===== src/rtl/sdram_chk_pkg.sv =====
package sdram_chk_pkg;

    typedef enum logic [3:0] {
        CMD_NOP  = 4'd0,
        CMD_ACT  = 4'd1,
        CMD_RD   = 4'd2,
        CMD_WR   = 4'd3,
        CMD_PRE  = 4'd4,
        CMD_PREA = 4'd5,
        CMD_BST  = 4'd6,
        CMD_REF  = 4'd7,
        CMD_LMR  = 4'd8
    } cmd_e;

    typedef enum logic [3:0] {
        VC_NONE      = 4'd0,
        VC_BAD_OP    = 4'd1,
        VC_REF_BUSY  = 4'd2,
        VC_NOT_OPEN  = 4'd3,
        VC_BANK_OPEN = 4'd4,
        VC_TRCD      = 4'd5,
        VC_TRAS      = 4'd6,
        VC_TRP       = 4'd7,
        VC_NOT_IDLE  = 4'd8
    } viol_e;

    typedef enum logic [1:0] {
        BK_IDLE,
        BK_OPENING,
        BK_OPEN,
        BK_CLOSING
    } bank_st_e;

endpackage


===== src/rtl/bank_timer_fsm.sv =====
module bank_timer_fsm
    import sdram_chk_pkg::*;
#(
    parameter int TRCD = 3,
    parameter int TRAS = 6,
    parameter int TRP  = 3,
    parameter int CW   = 3
) (
    input  logic clk,
    input  logic rst_n,
    input  logic act_go,
    input  logic pre_go,
    input  logic rw_go,
    output logic is_open,
    output logic rcd_ok,
    output logic ras_ok,
    output logic rp_ok
);

    localparam logic [CW-1:0] RCD_LOAD = CW'(TRCD - 1);
    localparam logic [CW-1:0] RAS_LOAD = CW'(TRAS - 1);
    localparam logic [CW-1:0] RP_LOAD  = CW'(TRP - 1);

    bank_st_e        st, st_nx;
    logic [CW-1:0]   tmr, tmr_nx;
    logic [CW-1:0]   ras_tmr, ras_nx;

    always_ff @(posedge clk) begin
        if (!rst_n) begin
            st      <= BK_IDLE;
            tmr     <= '0;
            ras_tmr <= '0;
        end else begin
            st      <= st_nx;
            tmr     <= tmr_nx;
            ras_tmr <= ras_nx;
        end
    end

    always_comb begin
        st_nx  = st;
        tmr_nx = (tmr != '0) ? tmr - 1'b1 : '0;
        ras_nx = (ras_tmr != '0) ? ras_tmr - 1'b1 : '0;
        unique case (st)
            BK_IDLE: begin
                if (act_go) begin
                    st_nx  = BK_OPENING;
                    tmr_nx = RCD_LOAD;
                    ras_nx = RAS_LOAD;
                end
            end
            BK_OPENING: begin
                if (pre_go) begin
                    st_nx  = BK_CLOSING;
                    tmr_nx = RP_LOAD;
                end else if (tmr == '0) begin
                    st_nx = BK_OPEN;
                end
            end
            BK_OPEN: begin
                if (pre_go) begin
                    st_nx  = BK_CLOSING;
                    tmr_nx = RP_LOAD;
                end
            end
            BK_CLOSING: begin
                if (act_go) begin
                    st_nx  = BK_OPENING;
                    tmr_nx = RCD_LOAD;
                    ras_nx = RAS_LOAD;
                end else if (tmr == '0) begin
                    st_nx = BK_IDLE;
                end
            end
            default: st_nx = BK_IDLE;
        endcase
    end

    always_comb begin
        is_open = (st == BK_OPENING) || (st == BK_OPEN);
        rcd_ok  = (st == BK_OPEN) || ((st == BK_OPENING) && (tmr == '0));
        ras_ok  = (ras_tmr == '0);
        rp_ok   = (st == BK_IDLE) || ((st == BK_CLOSING) && (tmr == '0));
    end

    AST_RW_AFTER_RCD: assert property (@(posedge clk) disable iff (!rst_n)
        rw_go |-> rcd_ok);
    AST_PRE_AFTER_RAS: assert property (@(posedge clk) disable iff (!rst_n)
        pre_go |-> (ras_ok && is_open));
    AST_ACT_AFTER_RP: assert property (@(posedge clk) disable iff (!rst_n)
        act_go |-> rp_ok);
    AST_ACT_OPENS: assert property (@(posedge clk) disable iff (!rst_n)
        act_go |=> (is_open && !rcd_ok || TRCD == 1));

endmodule


===== config.mk =====
export PLATFORM = sky130hd
export DESIGN_NAME = bank_timer_fsm
export DESIGN_NICKNAME = d
export VERILOG_FILES = /design/src/rtl/sdram_chk_pkg.sv /design/src/rtl/bank_timer_fsm.sv
export SDC_FILE = /design/constraint.sdc
export NUM_CORES = 1
export LEC_CHECK = 0
export ABC_AREA = 1
export BUFFER_PORTS_ARGS = -buffer_cell sky130_fd_sc_hd__buf_2
export CAP_MARGIN = 20
export CORE_AREA = 2 2 39 41
export CTS_BUF_LIST = sky130_fd_sc_hd__clkbuf_4 sky130_fd_sc_hd__clkbuf_8
export CTS_CLUSTER_SIZE = 28
export DETAILED_ROUTE_END_ITERATION = 6
export DIE_AREA = 0 0 41 43
export PLACE_DENSITY = 0.65
export REMOVE_ABC_BUFFERS = 1
export SYNTH_ARGS = -nofsm -noshare
export SYNTH_HDL_FRONTEND = slang
export SYNTH_SLANG_ARGS = --single-unit

===== constraint.sdc =====
create_clock -name clk -period 2.9 [get_ports clk]
set_input_delay 0.145 -clock clk [delete_from_list [all_inputs] [get_ports clk]]
set_output_delay 0.145 -clock clk [all_outputs]
set_load 0.005 [all_outputs]

==> impl.org <==
** Final layout
- The library cell used most frequently in the layout, excluding fill and tap cells, is nand2_1.
- 0 antenna diodes ended up in the layout.
- Layout Cells excl Fill :: 100
- Non-Filler Cell Area, Final :: 599 sq um
- Count of filler cells inserted in the layout :: 137
- Total Nets Final :: 98
- Final core utilization :: 0.433
- Leaving out fill and tap cells, the most frequent cells in the layout are 18 x nand2_1, 12 x inv_1, 12 x nor2_1, 8 x dfxtp_1.
- The area growth from synthesis to layout is 14.9%.
- In the final layout, the share of cells above drive strength 1 is 0.190.

** Clock network
- Hold repair after CTS inserted 0 buffers.
- Clock-pin slew was measured on the worst setup and hold paths at 0.05 ns.
- In this run the post-CTS setup repair buffer count came out at 0.
- The number of gates resized after CTS was 0.
- Number of levels the H-tree was split into :: 1
- TritonCTS clock tree :: built
- Worst-case clock buffer depth :: 2
- Number of clock sinks :: 8
- CTS root buf :: clkbuf_4
- Worst-Skew Late Latency :: 0.25 ns
- Total clock buffers created by CTS :: 3

** STA
- Based on the critical path, the design can be clocked at up to 0.707 GHz.
- Slew @ Worst Pin :: 0.238 ns
- Number of hold violations in the final report :: 0
- On the final layout, the worst clock skew is 0.000489 ns.
- Setup repair after global routing left no endpoint under its margin.
- Setup tns final :: 0 ns
- Final period demand of the worst path :: 1.41 ns
- The final number of max-transition violations was 0.
- Dividing the final minimum period by the clock period gives 0.488.
- Max_slew headroom :: 0.840
- Setup violations, final :: 0

** Synth
- The share of synthesized area in the top cell type comes to 0.307.
- Post-synthesis cell area :: 522 sq um
- Most area-consuming cells after synthesis :: dfxtp_1 31%, ha_1 17%, nand2_1 13%
- The largest total area in the synthesized netlist belongs to dfxtp_1.
- Of the synthesized area, sequential elements account for 0.307.
- In this run, synthesis produced a sequential element count of 8.
- Gate Count Post-Synth :: 74
- During synthesis, Yosys emitted a total of 0 warnings.
- Avg Cell Area, Syn :: 7.05 sq um
- Counting distinct cell types in the post-synthesis netlist gives 15.

** Critical path
- STA classifies the critical path startpoint as a register.
- Critical path buffer and inverter count :: 1
- Launch point of the worst reg-to-reg path :: st[0]$_SDFFE_PN0P_
- The worst setup path is captured at a register.
- CP arrival :: 1.55 ns
- In this design, the stage delay of the slowest critical-path cell is 0.37 ns.
- For this design, the slowest cell found on the critical path is dfxtp_1.
- Cell mode on critical path :: a21oi_1
- Worst flop-to-flop path endpoint :: tmr[1]$_SDFF_PN0_
- List of cells traversed by the critical path :: inv_1 > ha_1 > nor2_4 > o21bai_1 > a21oi_1 > a21oi_1
- CP top delay family :: compound AO/OA/AOI/OAI gates
- Number of cells traversed by the worst register-to-register path :: 6
- Across all register-to-register paths, the minimum setup slack is 1.49 ns.
- CP startpoint :: st[0]$_SDFFE_PN0P_
- Of all nets on the critical path, the largest fanout is 4.
- Type of the worst setup path :: register to register
- Crit path required time :: 3.03 ns
- Critical path depth :: 6
- Worst Setup EP :: tmr[1]$_SDFF_PN0_

** Pwr
- The analysis attributes to net switching a power of 0.000277 W.
- Highest ir drop seen on vdd :: 0.370 mV
- Share of total power in sequential cells :: 0.284
- Of the total power, combinational logic draws 0.584.
- Final Total Pwr :: 0.000620 W
- Power density normalized to cell area :: 1030 nW/um^2
- Cell-internal power :: 0.000343 W
- Fraction of power spent switching nets :: 0.446
- Proportion of power drawn by the clock network :: 0.131
- The analysis attributes to cell leakage a power of 0.316 nW.

** Detailed routing
- After detailed routing, no signal wire sits above met4.
- Final ANT Viol Nets :: 0
- For this block, the initial DRC count from the detailed router was 1.
- WL final :: 872 microns
- Routed length on met2 :: 426 microns
- The pre-antenna-repair detailed-routing pass consisted of 4 iterations.
- Wl on met1 :: 403 microns
- For this run, design rule violations remaining after detail routing come to 0.
- Vias per Instance :: 4.40
- The routed layout has 440 vias.
- Met3 Routed Length :: 25 microns
- Per-cell routed wire length :: 8.72 microns

** Floorplanning
- Measured along the x axis, the die boundary spans 41 microns.
- Measured along the y axis, the die boundary spans 43 microns.
- Standard-cell rows :: 14
- Effective utilization at floorplan :: 0.377
- The die covers 1760 sq um.
- Placeable Area :: 1380 sq um
- For this design the top-level I/O count stands at 9.

** Placement
- Port buffering added 7 buffers.
- Routability-driven placement finished with a final weighted congestion of 0.722.
- Including well taps, the total number of placed cells is 97.
- DP HPWL :: 744 microns
- Cell area after placement :: 577 sq um

** Global route
- Leftover overflow at the end of global routing :: 0
- The number of global-route vias before repair is 404.
- Entering global routing, the biggest net connects 7 pins.
- The initial antenna violation count came to 0.
- Wire length of the first global-routing pass :: 1570 microns
- Global-route usage over all layers :: 0.137

** Flow run
- Across the run, the number of max-cap violations was 0.

** Outcome
- Run status :: completed

** Hold path
- In this run the worst hold path is classified as input pin to register.
## cells in the mapped netlist
cell type   n
nand2_1    18
inv_1      12
nor2_1     12
dfxtp_1     8
ha_1        7
nand3_1     4
a21oi_1     3
nor2_4      2
nor4_1      2
nand2_2     1
nand2_4     1
nand3_2     1
nor2_2      1
nor3_1      1
o21bai_1    1
## state kept, by name, indices dropped and copies added, names as in the netlist
register / count
tmr: 3
st: 2
ras_tmr: 3
## logic make-up after synthesis
logic type                 after synthesis  share of synthesized area
buffers and inverters                   12                     0.0863
and+or+nand+nor                         43                      0.396
AOI/OAI and AO/OA                        4                     0.0432
DFF                                      8                      0.307
adders and majority gates                7                      0.168
## worst min-delay path by stage
stage / start / to / slack (ns) / cells after the start
after floorplan: rst_n / st[1]$_SDFFE_PN0P_ / 0.27 / 2
after global placement: rst_n / st[0]$_SDFFE_PN0P_ / 0.40 / 3
after detailed placement: rst_n / st[0]$_SDFFE_PN0P_ / 0.40 / 3
after CTS: rst_n / st[0]$_SDFFE_PN0P_ / 0.13 / 3
after global routing: rst_n / st[0]$_SDFFE_PN0P_ / 0.14 / 3
final: rst_n / st[0]$_SDFFE_PN0P_ / 0.14 / 3
## through the flow
step	setup WS, ns	hold WS, ns
floorplan	1.59	0.266
global placement	1.51	0.398
detailed placement	1.48	0.400
CTS	1.47	0.128
global route	1.33	0.135
finish	1.49	0.138
## tightest hold or removal path, cell delays in order
cell     delay (ns)
buf_2          0.11
nand2_1        0.06
nor2_1         0.03
## area by class of cell
type | count | area [sq um] | share of cell area
clock buffer | 3 | 22.5 | 0.0376
inverter | 12 | 45.0 | 0.0752
multi-input combinational | 54 | 317 | 0.528
sequential | 8 | 160 | 0.267
tap | 16 | 20.0 | 0.0334
timing repair buffer | 7 | 35.0 | 0.0585
## per-layer routing
layer / up-vias / global-route usage
li1: 248 / -
met1: 184 / 0.166
met4: 0 / 0.140
met5: - / 0
met3: 2 / 0.0157
met2: 6 / 0.191
## power groups by stage
| stage | clock [W] | sequential [W] | combinational [W] |
|---|---|---|---|
| 2_1_floorplan | 0 | 0.000173 | 0.000279 |
| 3_3_place_gp | 0 | 0.000177 | 0.000362 |
| 3_5_place_dp | 0 | 0.000179 | 0.000368 |
| 4_1_cts | 0.0000878 | 0.000177 | 0.000370 |
| 5_1_grt | 0.0000899 | 0.000181 | 0.000425 |
| 6_report | 0.0000815 | 0.000176 | 0.000362 |
No activity file was read; power rests on OpenSTA's default activity.
